<file path="config.mk">
export PLATFORM = sky130hd
export DESIGN_NAME = indexed_bit_latch
export DESIGN_NICKNAME = d
export VERILOG_FILES = /design/src/rtl/ibl_pkg.sv /design/src/rtl/ibl_mode_dec.sv /design/src/rtl/ibl_sel_dec.sv /design/src/rtl/ibl_bit_cell.sv /design/src/rtl/indexed_bit_latch.sv
export SDC_FILE = /design/constraint.sdc
export NUM_CORES = 1
export LEC_CHECK = 0
export ABC_CLOCK_PERIOD_IN_PS = 1200
export CAP_MARGIN = 25
export CORE_AREA = 2 2 39 41
export DETAILED_ROUTE_END_ITERATION = 12
export DIE_AREA = 0 0 41 43
export HOLD_SLACK_MARGIN = 0.15
export PLACE_DENSITY_LB_ADDON = 0.15
export SLEW_MARGIN = 5
export SYNTH_ARGS = -nofsm -noshare
export SYNTH_HDL_FRONTEND = slang
export SYNTH_HIERARCHICAL = 1
export SYNTH_SLANG_ARGS = --single-unit
</file>
<file path="constraint.sdc">
create_clock -name clk -period 1.2 [get_ports clk]
set_clock_uncertainty 0.15 [all_clocks]
set_input_delay 0.24 -clock clk [delete_from_list [all_inputs] [get_ports clk]]
set_output_delay 0.24 -clock clk [all_outputs]
set_load 0.02 [all_outputs]
</file>
<file path="src/rtl/ibl_pkg.sv">
package ibl_pkg;

  typedef enum logic [1:0] {
    IBL_DECODE = 2'b00,
    IBL_CLEAR  = 2'b01,
    IBL_WRITE  = 2'b10,
    IBL_HOLD   = 2'b11
  } ibl_mode_e;

  // Mode from the two active-low controls: {clear_n, enable_n}
  function automatic ibl_mode_e ibl_mode_of(input logic clr_n, input logic wen_n);
    return ibl_mode_e'({clr_n, wen_n});
  endfunction

  // Next value of one stored bit
  function automatic logic ibl_next_bit(input ibl_mode_e mode, input logic hit,
                                        input logic din, input logic cur);
    logic nb;
    unique case (mode)
      IBL_CLEAR:  nb = 1'b0;
      IBL_DECODE: nb = hit & din;
      IBL_HOLD:   nb = cur;
      IBL_WRITE:  nb = hit ? din : cur;
      default:    nb = cur;
    endcase
    return nb;
  endfunction

endpackage

</file>
<file path="src/rtl/ibl_mode_dec.sv">
module ibl_mode_dec
  import ibl_pkg::*;
(
  input  logic      clr_n,
  input  logic      wen_n,
  output ibl_mode_e mode,
  output logic      is_clear,
  output logic      is_decode,
  output logic      is_hold,
  output logic      is_write
);
  assign mode      = ibl_mode_of(clr_n, wen_n);
  assign is_clear  = (mode == IBL_CLEAR);
  assign is_decode = (mode == IBL_DECODE);
  assign is_hold   = (mode == IBL_HOLD);
  assign is_write  = (mode == IBL_WRITE);
endmodule

</file>
<file path="src/rtl/ibl_sel_dec.sv">
module ibl_sel_dec #(
  parameter int IDX_W = 3,
  localparam int NB   = 1 << IDX_W
) (
  input  logic [IDX_W-1:0] sel,
  output logic [NB-1:0]    hit
);
  for (genvar i = 0; i < NB; i++) begin : g_hit
    assign hit[i] = (sel == IDX_W'(i));
  end
endmodule

</file>
<file path="src/rtl/ibl_bit_cell.sv">
module ibl_bit_cell
  import ibl_pkg::*;
(
  input  ibl_mode_e mode,
  input  logic      hit,
  input  logic      din,
  input  logic      cur,
  output logic      nxt
);
  assign nxt = ibl_next_bit(mode, hit, din, cur);
endmodule

</file>
<file path="src/rtl/indexed_bit_latch.sv">
module indexed_bit_latch
  import ibl_pkg::*;
#(
  parameter int IDX_W = 3,
  localparam int NB   = 1 << IDX_W
) (
  input  logic             clk,
  input  logic             rst_n,
  input  logic             clr_n,
  input  logic             wen_n,
  input  logic [IDX_W-1:0] sel,
  input  logic             din,
  output logic [NB-1:0]    q
);
  ibl_mode_e       mode;
  logic            is_clear, is_decode, is_hold, is_write;
  logic [NB-1:0]   hit;
  logic [NB-1:0]   q_nxt;

  ibl_mode_dec u_mode (
    .clr_n(clr_n), .wen_n(wen_n), .mode(mode),
    .is_clear(is_clear), .is_decode(is_decode),
    .is_hold(is_hold), .is_write(is_write)
  );

  ibl_sel_dec #(.IDX_W(IDX_W)) u_sel (.sel(sel), .hit(hit));

  for (genvar i = 0; i < NB; i++) begin : g_cell
    ibl_bit_cell u_cell (
      .mode(mode), .hit(hit[i]), .din(din), .cur(q[i]), .nxt(q_nxt[i])
    );
  end

  always_ff @(posedge clk or negedge rst_n) begin
    if (!rst_n) q <= '0;
    else        q <= q_nxt;
  end


  clear_zero_chk: assert property (@(posedge clk) disable iff (!rst_n)
    is_clear |=> (q == '0));


  decode_onehot_chk: assert property (@(posedge clk) disable iff (!rst_n)
    is_decode |=> ($countones(q) <= 1) && (q[$past(sel)] == $past(din)));


  hold_stable_chk: assert property (@(posedge clk) disable iff (!rst_n)
    is_hold |=> $stable(q));


  write_bit_chk: assert property (@(posedge clk) disable iff (!rst_n)
    is_write |=> (q[$past(sel)] == $past(din)));


  write_others_chk: assert property (@(posedge clk) disable iff (!rst_n)
    is_write |=> ((q & ~$past(hit)) == ($past(q) & ~$past(hit))));


  sel_onehot_chk: assert property (@(posedge clk) disable iff (!rst_n)
    $onehot0(hit) && hit[sel]);


  always @(posedge clk) begin
    if (!rst_n) sysrst_zero_chk: assert (q == '0);
  end
endmodule

</file>
==> results.md, run 1 <==
- On the critical path, the stage with the largest delay is an instance of sky130_fd_sc_hd__dfrtp_1.
- Along the worst path, the maximum fanout reaches 2.
- The via density per instance is 4.65.
- The first global-routing pass estimated 1670 um of wire.
- After floorplanning, the core was sized to cover 0.00138 sq mm.
- In the final timing run, aggregate negative setup slack is 0 ns.
- The worst slack after detailed placement is -0.423 ns.
- Global routing used 14.6% of the available tracks.
- Internal power comes to 0.457 mW.
- The analysis attributes to cell leakage a power of 0.313 nW.
- Hold is met by 0.358 ns.
- TritonCTS built the clock tree.
- The number of nets with antenna violations after detailed routing is 0.
- Clock latency on the worst-skew pair, taken at its later pin, is 0.25 ns.
- The flip-flop count of the largest register, all copies and words added is 8.
- The cell count after placement is 83.
- The finished cells cover 686 sq um.
- The cell count after synthesis came out at 50.
- The worst voltage drop across the vdd grid is 0.499 mV.
- The critical setup path kind is flop to output pin.
- The total half-perimeter wirelength after legalization and detailed placement is 656 um.
- The fraction of the cycle the final worst path needs is 97.9%.
- The synthesized area per cell is 9.21 sq um.
- In this run the count of I/O pins placed on the die edge is 16.
- Of the cells placed in the final design, the portion with a size suffix greater than 1 is 30.6%.
- After layout, the design draws a total of 0.618 mW.
- In this run the clock root is driven by a sky130_fd_sc_hd__clkbuf_4.
- The number of antenna diodes in the final layout is 0.
- The data required time of the worst path is 0.81 ns.
- The cell family contributing the most delay on the critical path is flip-flops.
- After detailed routing, the number of remaining DRC violations is 0.
- The count of final max-slew check failures is 0.
- From bottom edge to top edge, the die measures 43 um.
- The pin count of the biggest net entering global routing is 17.
- No sink is reached through more buffers than the 2 on the longest clock path.
- The total CTS buffers is 3.
- The first detailed-routing pass took 3 iterations.
- STA classifies the critical path startpoint as a flop.
- The final number of hold-violating endpoints is 0.
- The post-route worst setup slack is 0.0258 ns.
- The congestion estimate from routability-driven global placement came to 0.693.
- Setup violations remaining at the end of the flow were counted as 0.
- The switching part of the total power is 26.1%.
- The final layout contains 82 nets.
- The total placed instance area is 646 sq um.
- The analysis attributes to net switching a power of 0.161 mW.
- The number of global-route vias before repair is 397.
- At the worst endpoint, the arrival time is 0.78 ns.
- The count of max-cap constraint violations is 0.
- The cell area that synthesis handed to floorplanning was 460 sq um.
- Compared with the post-synthesis result, the final layout area differs by 48.9%.
- For the pin with the worst max-slew slack, the measured transition is 0.257 ns.
- The number of H-tree levels is 1.
- Clock-pin slew was measured on the worst setup and hold paths at 0.06 ns.
- The post-route non-filler standard cell count is 88.
- The Yosys step of the flow raised 6 warnings.
- Per report_power, the sequential group accounts for 46.0% of the total.
- The count of standard-cell rows is 14.
- The worst setup path is captured at an output pin.
- The total via count in the routed design is 409.
- The headroom to the max-slew limit is 82.9%.
- The total die area is 0.00176 sq mm.
- After filler insertion, the fill cell instance count of the layout stands at 146.
- For this block, the initial DRC count from the detailed router was 4.
- The clock net in this run drives a total of 8 sinks.
- The detail-routed net length per standard cell is 11.3 um.
- The share of total power dissipated in combinational logic is 19.6%.
- The number of antenna violations at the first check in global routing is 0.
- The net count after synthesis is 58.
- The critical path goes through buf_6.
- The core utilization of the finished layout is 49.5%.
- The largest single stage delay on the critical path is 0.39 ns.
- The residual overflow from global routing is 0.
- From left edge to right edge, the die measures 41 um.
- The clock network is responsible for 34.5% of the overall power.
- Power spread over the standard cell area amounts to 901 mW/mm^2.
- Input and output buffers added on the ports amount to 15.
- The overall routed net length is 991 um.
- Based on the critical path, the design can be clocked at up to 852 MHz.
- The worst path needs 1.17 ns of the cycle, external delays included.
- Counting both buffers and inverters, the worst setup path holds a total of 1.
- The starting density of the core is 33.3%.
- The largest registers in the layout are q (8).
- The run finished with clean final reports.
- The min-delay analysis places its worst path in the category flop to flop.
- The top register by number of flip-flops is q.
- Setup repair after global routing could not meet its margin everywhere.
what timing repair did:
action / 4_1_cts / 5_1_grt
setup endpoints to repair: 16 / 6
buffers inserted: 0 / 1
hold endpoints to repair: 8 / 0
hold buffers: 1 / 0
resized for setup: 37 / 11
metal layers:
| layer | wire length, um | vias up | part of all wire [%] | global-route usage [%] |
|---|---|---|---|---|
| met3 | 48 | 2 | 4.8 | 3.14 |
| li1 | - | 217 | - | - |
| met5 | 0 | - | 0 | 0 |
| met1 | 478 | 180 | 48 | 18.2 |
| met4 | 10 | 0 | 1.0 | 12.0 |
| met2 | 454 | 10 | 46 | 20.3 |
power by group through the flow:
stage,registers (mW),logic (mW),clock network (mW)
after global placement,0.288,0.119,0
final,0.284,0.121,0.213
after floorplan,0.300,0.0394,0
after detailed placement,0.288,0.120,0
after global routing,0.285,0.132,0.234
after CTS,0.283,0.113,0.222
final cells by class:
cell class | instances | area (sq um) | area share [%]
tap | 16 | 20.0 | 2.92
timing repair buffer | 21 | 188 | 27.4
sequential | 8 | 200 | 29.2
clock buffer | 3 | 22.5 | 3.28
multi-input combinational | 40 | 255 | 37.2
layout by cell type, fill, tap and decap left out:
cell,n
sky130_fd_sc_hd__nor3_1,1
sky130_fd_sc_hd__nor3b_1,1
sky130_fd_sc_hd__clkbuf_4,3
sky130_fd_sc_hd__clkdlybuf4s50_1,4
sky130_fd_sc_hd__nand3b_1,8
sky130_fd_sc_hd__buf_4,6
sky130_fd_sc_hd__dfrtp_1,8
sky130_fd_sc_hd__buf_2,2
sky130_fd_sc_hd__dlygate4sd3_1,1
sky130_fd_sc_hd__buf_6,5
sky130_fd_sc_hd__nor2b_1,8
sky130_fd_sc_hd__and3b_2,3
sky130_fd_sc_hd__nand2_1,8
sky130_fd_sc_hd__o21ai_1,8
sky130_fd_sc_hd__dlygate4sd2_1,3
sky130_fd_sc_hd__nor3b_2,2
sky130_fd_sc_hd__and3_2,1
path summary, 6_finish.rpt:
| path | start | end | slack [ns] | depth (start not counted) |
|---|---|---|---|---|
| min reg2reg | q[2] | q[2] | 0.36 | 2 |
| min in group asynchronous | rst_n | q[5] | 0.65 | 3 |
| min | q[2] | q[2] | 0.36 | 2 |
| max reg2reg | q[1] | q[1] | 0.34 | 3 |
| max | q[4] | q[4] | 0.03 | 1 |
| max in group asynchronous | rst_n | q[1] | 0.12 | 3 |
No activity file was read; power rests on OpenSTA's default activity.
==> inputs of run 2 (changes only) <==
--- a/config.mk
+++ b/config.mk
@@ -5,12 +5,13 @@
 export SDC_FILE = /design/constraint.sdc
 export NUM_CORES = 1
 export LEC_CHECK = 0
+export ABC_AREA = 0
 export ABC_CLOCK_PERIOD_IN_PS = 1200
 export CAP_MARGIN = 25
 export CORE_AREA = 2 2 39 41
+export CTS_BUF_LIST = sky130_fd_sc_hd__clkbuf_2
 export DETAILED_ROUTE_END_ITERATION = 12
 export DIE_AREA = 0 0 41 43
-export HOLD_SLACK_MARGIN = 0.15
 export PLACE_DENSITY_LB_ADDON = 0.15
 export SLEW_MARGIN = 5
 export SYNTH_ARGS = -nofsm -noshare
==> results.md, run 2 (same netlist as run 1, synthesis figures left out) <==
- The slowest stage of the critical path belongs to the cell sky130_fd_sc_hd__dfrtp_1.
- The final setup violation count is 0 (unchanged).
- The sort of element at the end of the critical path is an output pin.
- The number of optimization iterations in the first detailed-route pass was 4 (+1).
- The logic depth of the worst path, buffers included is 1 (unchanged).
- The overall power consumption is 0.575 mW (-6.9%).
- The count of standard-cell rows is 14 (unchanged).
- The startpoint class of the critical path is a flop.
- The biggest cell delay along the critical path came to 0.41 ns (+0.02 ns).
- The fraction of the cycle the final worst path needs was 98.6% (+0.71 points).
- The pin count of the biggest net entering global routing is 17 (unchanged).
- The number of global-route vias before repair came to 394 (-0.76%).
- The final critical-path required period was 1.18 ns (+0.00847 ns).
- The number of antenna violations at the first check in global routing came to 0 (unchanged).
- The critical-path maximum fanout is 2 (unchanged).
- The I/O pin total is 16 (unchanged).
- Setup repair after global routing could not meet its margin everywhere.
- The slew at the pin closest to its max-slew limit was 0.252 ns (-0.00469 ns).
- The worst slack after detailed placement was -0.423 ns (unchanged).
- The total CTS buffers came to 3 (unchanged).
- The headroom to the max-slew limit is 83.2% (+0.31 points).
- The buffering stage count on the worst path with inverters included is 1 (unchanged).
- The residual overflow from global routing is 0 (unchanged).
- The count of final max-slew check failures is 0 (unchanged).
- The startpoint identified for the worst register-to-register timing path is q[3].
- The cell count of the worst reg-to-reg path is 3 (unchanged).
- The kind of cell adding the most delay to the critical path is flip-flops.
- The critical setup path kind is flop to output pin.
- Following the worst setup path forward leads to its endpoint at q[4].
- Traced cell by cell, the critical path runs through buf_6.
- The worst path arrival time is 0.79 ns (about the same).
- The clock latency of the later-clocked register in the worst-skew pair came to 0.24 ns (about the same).
- The total half-perimeter wirelength after legalization and detailed placement is 656 um (unchanged).
- The leakage component of the power is 0.313 nW (about the same).
- The core area is 0.00138 sq mm (unchanged).
- The residual DRC count is 0 (unchanged).
- The initial DRC count came to 1 (-3).
- The worst voltage drop across the vdd grid is 0.382 mV (-23%).
- The final number of hold-violating endpoints is 0 (unchanged).
- The number of fill cells is 151 (+3.4%).
- The run finished with clean final reports.
- The CTS tree is yes.
- The upper clock frequency limit is 846 MHz (-0.72%).
- The endpoint of the lowest-slack register-to-register path is q[3].
- The total via count in the routed design is 409 (unchanged).
- The total clock sinks is 8 (unchanged).
- The top register by number of flip-flops is q.
- The first-pass GRT wire length came to 1650 um (-1.2%).
- The class of the tightest hold or removal check is input port to async pin.
- The total die area is 0.00176 sq mm (unchanged).
- The post-route worst setup slack is 0.0173 ns (-0.00847 ns).
- The data required time of the worst path is 0.81 ns (about the same).
- The number of H-tree levels is 1 (unchanged).
- The placer congestion estimate came to 0.693 (unchanged).
- The share of cells above drive strength 1 is 31.9% (+1.4 points).
- The number of nets with antenna violations after detailed routing came to 0 (unchanged).
- The overall routed net length is 1000 um (+1.1%).
- The largest registers in the layout are q (8).
- The via density per instance is 4.65 (unchanged).
- The total inserted antenna cells is 0 (unchanged).
- The flip-flop count of the largest register, all copies and words added is 8 (unchanged).
- The detail-routed net length per standard cell is 11.4 um (+1.1%).
- The ratio of total power to cell area is 855 mW/mm^2 (-5.2%).
- Compared with the post-synthesis result, the final layout area differs by 46.2%.
- The clock-pin slew on the worst setup and hold paths is 0.09 ns (+0.03 ns).
- The horizontal extent of the die is 41 um (unchanged).
- The count of max-cap constraint violations is 0 (unchanged).
- The number of buffers added on ports is 15 (unchanged).
- The critical path launch point is q[4].
- The height of the chip came to 43 um (unchanged).
- In this run the clock root is driven by a sky130_fd_sc_hd__clkbuf_2.
- In the layout the commonest cells are 8 x sky130_fd_sc_hd__nor2b_1, 8 x sky130_fd_sc_hd__nand2_1, 8 x sky130_fd_sc_hd__nand3b_1, 8 x sky130_fd_sc_hd__o21ai_1, 8 x sky130_fd_sc_hd__dfrtp_1.
- The maximum buffer depth of the clock tree is 2 (unchanged).
- The slack of the worst reg-to-reg path is 0.32 ns (-0.02 ns).
- The starting density of the core is 33.3% (unchanged).
- The combined global-route utilization of all metal layers is 14.6% (unchanged).
- The number of nets at the end of the flow came to 82 (unchanged).
==> run 2: cell types whose count changed in the layout (fill, tap and decap cells not counted) <==
cell | previous run | this run
sky130_fd_sc_hd__dlygate4sd3_1 | 1 | 0
sky130_fd_sc_hd__clkbuf_4 | 3 | 0
sky130_fd_sc_hd__buf_2 | 2 | 3
sky130_fd_sc_hd__clkbuf_2 | 0 | 3
==> run 2: layer usage <==
layer	wire length, um	global-route usage [%]	vias up
li1	-	-	216
met1	505	19.1	179
met2	426	18.4	12
met3	62	3.14	2
met4	8	14.0	0
met5	0	0	-
==> run 2: final cells by class <==
class / instances / area [sq um] / share of cell area, %
repair buffers: 21 / 183 / 27.1
multi-input cells: 40 / 255 / 37.9
well taps: 16 / 20.0 / 2.97
clock buffers: 3 / 15.0 / 2.23
flip-flops and latches: 8 / 200 / 29.7
==> run 2: how the worst min path moves through the flow <==
| stage | end | cells past startpoint |
|---|---|---|
| after floorplan | q[0] | 0 |
| after global placement | q[0] | 2 |
| after detailed placement | q[6] | 2 |
| after CTS | q[5] | 2 |
| after global routing | q[5] | 2 |
| final | q[6] | 2 |
==> run 2: timing repair <==
action,CTS,global route
buffers inserted,1,1
hold buffers,0,0
gates resized for setup,42,5
endpoints found under the setup margin,16,6
==> run 2: report_power, final <==
part | switching, mW | internal (mW)
Sequential | 0.00517 | 0.278
Clock | 0.104 | 0.0682
Combinational | 0.0581 | 0.0615
==> run 2: per-stage QoR <==
stage,utilization (%),std cells,hold WS [ns],area (sq um),setup TNS [ns]
2_1_floorplan,-,50,-0.206,460,0
3_3_place_gp,46.7,83,0.355,646,-3.55
3_5_place_dp,46.7,83,0.357,646,-3.71
4_1_cts,46.9,87,0.0915,649,-0.0153
5_1_grt,48.6,88,0.125,673,-0.0424
6_report,48.6,88,0.109,673,0
==> inputs of run 3 (changes only) <==
--- a/config.mk
+++ b/config.mk
@@ -6,12 +6,13 @@
 export NUM_CORES = 1
 export LEC_CHECK = 0
 export ABC_AREA = 0
-export ABC_CLOCK_PERIOD_IN_PS = 1200
+export ABC_CLOCK_PERIOD_IN_PS = 1510
 export CAP_MARGIN = 25
 export CORE_AREA = 2 2 39 41
-export CTS_BUF_LIST = sky130_fd_sc_hd__clkbuf_2
+export CTS_BUF_LIST = sky130_fd_sc_hd__clkbuf_4 sky130_fd_sc_hd__clkbuf_8
 export DETAILED_ROUTE_END_ITERATION = 12
 export DIE_AREA = 0 0 41 43
+export MAX_ROUTING_LAYER = met4
 export PLACE_DENSITY_LB_ADDON = 0.15
 export SLEW_MARGIN = 5
 export SYNTH_ARGS = -nofsm -noshare
==> constraint.sdc (replaced) <==
create_clock -name clk -period 1.51 [get_ports clk]
set_clock_uncertainty 0.15 [all_clocks]
set_input_delay 0.302 -clock clk [delete_from_list [all_inputs] [get_ports clk]]
set_output_delay 0.302 -clock clk [all_outputs]
set_load 0.02 [all_outputs]
==> results.md, run 3 (same netlist as run 1, synthesis figures left out) <==
- The combined global-route utilization of all metal layers is 14.2% (-0.36 points).
- The clock-pin slew on the worst setup and hold paths is 0.06 ns (-0.03 ns).
- The post-cts hold buffer count was 0 (unchanged).
- The number of fill cells is 151 (unchanged).
- The flip-flop count of the largest register, all copies and words added came to 8 (unchanged).
- The worst voltage drop across the vdd grid was 0.356 mV (-6.7%).
- The leakage component of the power is 0.298 nW (-4.8%).
- The share of cells above drive strength 1 is 11.9% (-20 points).
- The flow ran to the end, and the final reports show no timing, DRC or antenna violations.
- The fraction of the cycle the final worst path needs is 94.2%.
- The post-route non-filler standard cell count is 83 (-5.7%).
- The count of final max-slew check failures came to 0 (unchanged).
- The top register by number of flip-flops is q.
- The number of antenna violations at the first check in global routing was 0 (unchanged).
- The clock latency of the later-clocked register in the worst-skew pair was 0.25 ns (about the same).
- The core area is 0.00138 sq mm (unchanged).
- The ratio of total power to cell area is 743 mW/mm^2 (-13%).
- The number of H-tree levels is 1 (unchanged).
- The total via count in the routed design came to 403 (-1.5%).
- The horizontal extent of the die came to 41 um (unchanged).
- Setup repair after global routing could not meet its margin everywhere.
- The maximum buffer depth of the clock tree is 2 (unchanged).
- In the final layout, the registers with the most flip-flops are q (8).
- The class of the tightest hold or removal check is input port to async pin.
- The starting density of the core is 33.3% (unchanged).
- The final number of hold-violating endpoints is 0 (unchanged).
- The cell count of the worst reg-to-reg path came to 2 (-1).
- The overall power consumption was 0.472 mW (-18%).
- The placer congestion estimate is 0.703 (+1.4%).
- The cell count after placement is 80 (-3.6%).
- The via density per instance came to 4.86 (+4.5%).
- The area growth from synthesis to layout is 38.0%.
- The final non-filler cell area is 636 sq um (-5.6%).
- The number of global-route vias before repair is 390 (-1.0%).
- The upper clock frequency limit is 703 MHz.
- TritonCTS built the clock tree.
- The final critical-path required period is 1.42 ns.
- The data required time of the worst path came to 1.50 ns (+0.69 ns).
- The origin of the critical flop-to-flop path is q[4].
- The number of nets at the end of the flow is 77 (-6.1%).
- The residual overflow from global routing is 0 (unchanged).
- The slew at the pin closest to its max-slew limit is 0.384 ns (+0.131 ns).
- The number of optimization iterations in the first detailed-route pass is 2 (-2).
- The root buffer cell chosen for the clock tree is sky130_fd_sc_hd__clkbuf_4.
- The pin count of the biggest net entering global routing is 17 (unchanged).
- The count of max-cap constraint violations is 0 (unchanged).
- The startpoint class of the critical path is an input port.
- The slack of the worst reg-to-reg path is 0.75 ns (+0.43 ns).
- The initial DRC count is 3 (+2).
- The total CTS buffers came to 3 (unchanged).
- The critical-path maximum fanout is 8 (+6).
- The critical setup path kind is input port to flop.
- The first-pass GRT wire length is 1590 um (-3.8%).
- The overall routed net length is 921 um (-8.1%).
- The number of buffers added on ports is 15 (unchanged).
- The I/O pin total came to 16 (unchanged).
- The core utilization of the finished layout was 45.9% (-2.7 points).
- The total placed instance area came to 623 sq um (-3.5%).
- The residual DRC count was 0 (unchanged).
- The total die area is 0.00176 sq mm (unchanged).
- The detail-routed net length per standard cell is 11.1 um (-2.5%).
- The buffers inserted during post-CTS setup optimization is 0 (-1).
- The total clock sinks was 8 (unchanged).
- The count of standard-cell rows is 14 (unchanged).
- The worst setup path is captured at a flop.
- In this run the critical register-to-register path is captured at q[4].
- The headroom to the max-slew limit is 74.3% (-8.8 points).
- The final setup violation count is 0 (unchanged).
- The total inserted antenna cells is 0 (unchanged).
- The number of nets with antenna violations after detailed routing is 0 (unchanged).
- The worst path arrival time is 1.41 ns (+0.62 ns).
- The height of the chip is 43 um (unchanged).
-- run 3: cell count changes in the layout (fill, tap and decap cells not counted), moves of 3 or more --
cell / delta
sky130_fd_sc_hd__buf_4: -5
sky130_fd_sc_hd__buf_6: -5
sky130_fd_sc_hd__dlygate4sd2_1: +5
sky130_fd_sc_hd__buf_2: -3
sky130_fd_sc_hd__clkbuf_2: -3
sky130_fd_sc_hd__clkbuf_4: +3
sky130_fd_sc_hd__clkdlybuf4s50_1: +3
-- run 3: metrics by stage --
step,hold WS [ns],setup TNS (ns),setup slack [ns]
6_report,0.187,0,0.0874
4_1_cts,0.207,0,0.0802
2_1_floorplan,-0.144,0,0.526
3_3_place_gp,0.355,-0.688,-0.151
3_5_place_dp,0.357,-0.877,-0.162
5_1_grt,0.210,-0.00247,-0.00247
-- run 3: worst max-delay path by stage --
| stage | from | end | slack (ns) | cells after the start |
|---|---|---|---|---|
| after floorplan | sel[2] | q[1] | 0.53 | 3 |
| after global placement | sel[1] | q[2] | -0.15 | 4 |
| after detailed placement | sel[0] | q[1] | -0.16 | 4 |
| after CTS | sel[0] | q[1] | 0.08 | 4 |
| after global routing | sel[1] | q[2] | -0.002 | 4 |
| final | sel[0] | q[1] | 0.09 | 4 |
-- run 3: report_power, final --
part           total (mW)  leakage (nW)  internal [mW]  switching [mW]
registers           0.225         0.110          0.222         0.00313
clock network       0.164        0.0138         0.0910          0.0731
logic              0.0835         0.174         0.0405          0.0430
-- run 3: area by class of cell --
cell class	count	area, sq um	share of cell area (%)
sequential	8	200	31.5
clock buffer	3	22.5	3.54
multi-input combinational	40	245	38.6
timing repair buffer	16	148	23.2
tap	16	20.0	3.15
-- run 3: timing repair --
| action | 4_1_cts | 5_1_grt |
|---|---|---|
| pin swaps | 0 | 0 |
| setup endpoints to repair | 8 | 1 |
| gates resized for setup | 8 | 0 |
| cloned | 0 | 0 |
-- run 3: worst max-delay path: stages --
cell	delay, ns
sky130_fd_sc_hd__clkdlybuf4s50_1	0.58
sky130_fd_sc_hd__nor3b_1	0.28
sky130_fd_sc_hd__nor2b_1	0.17
sky130_fd_sc_hd__o21ai_1	0.07
-- run 3: routing by layer --
layer  track usage [%]  routed length (um)  up-vias
met5                 -                   0        -
met4              12.0                   8        0
met3              3.14                  51        2
met2              18.1                 409       10
met1              18.2                 452      184
li1                  -                   -      207
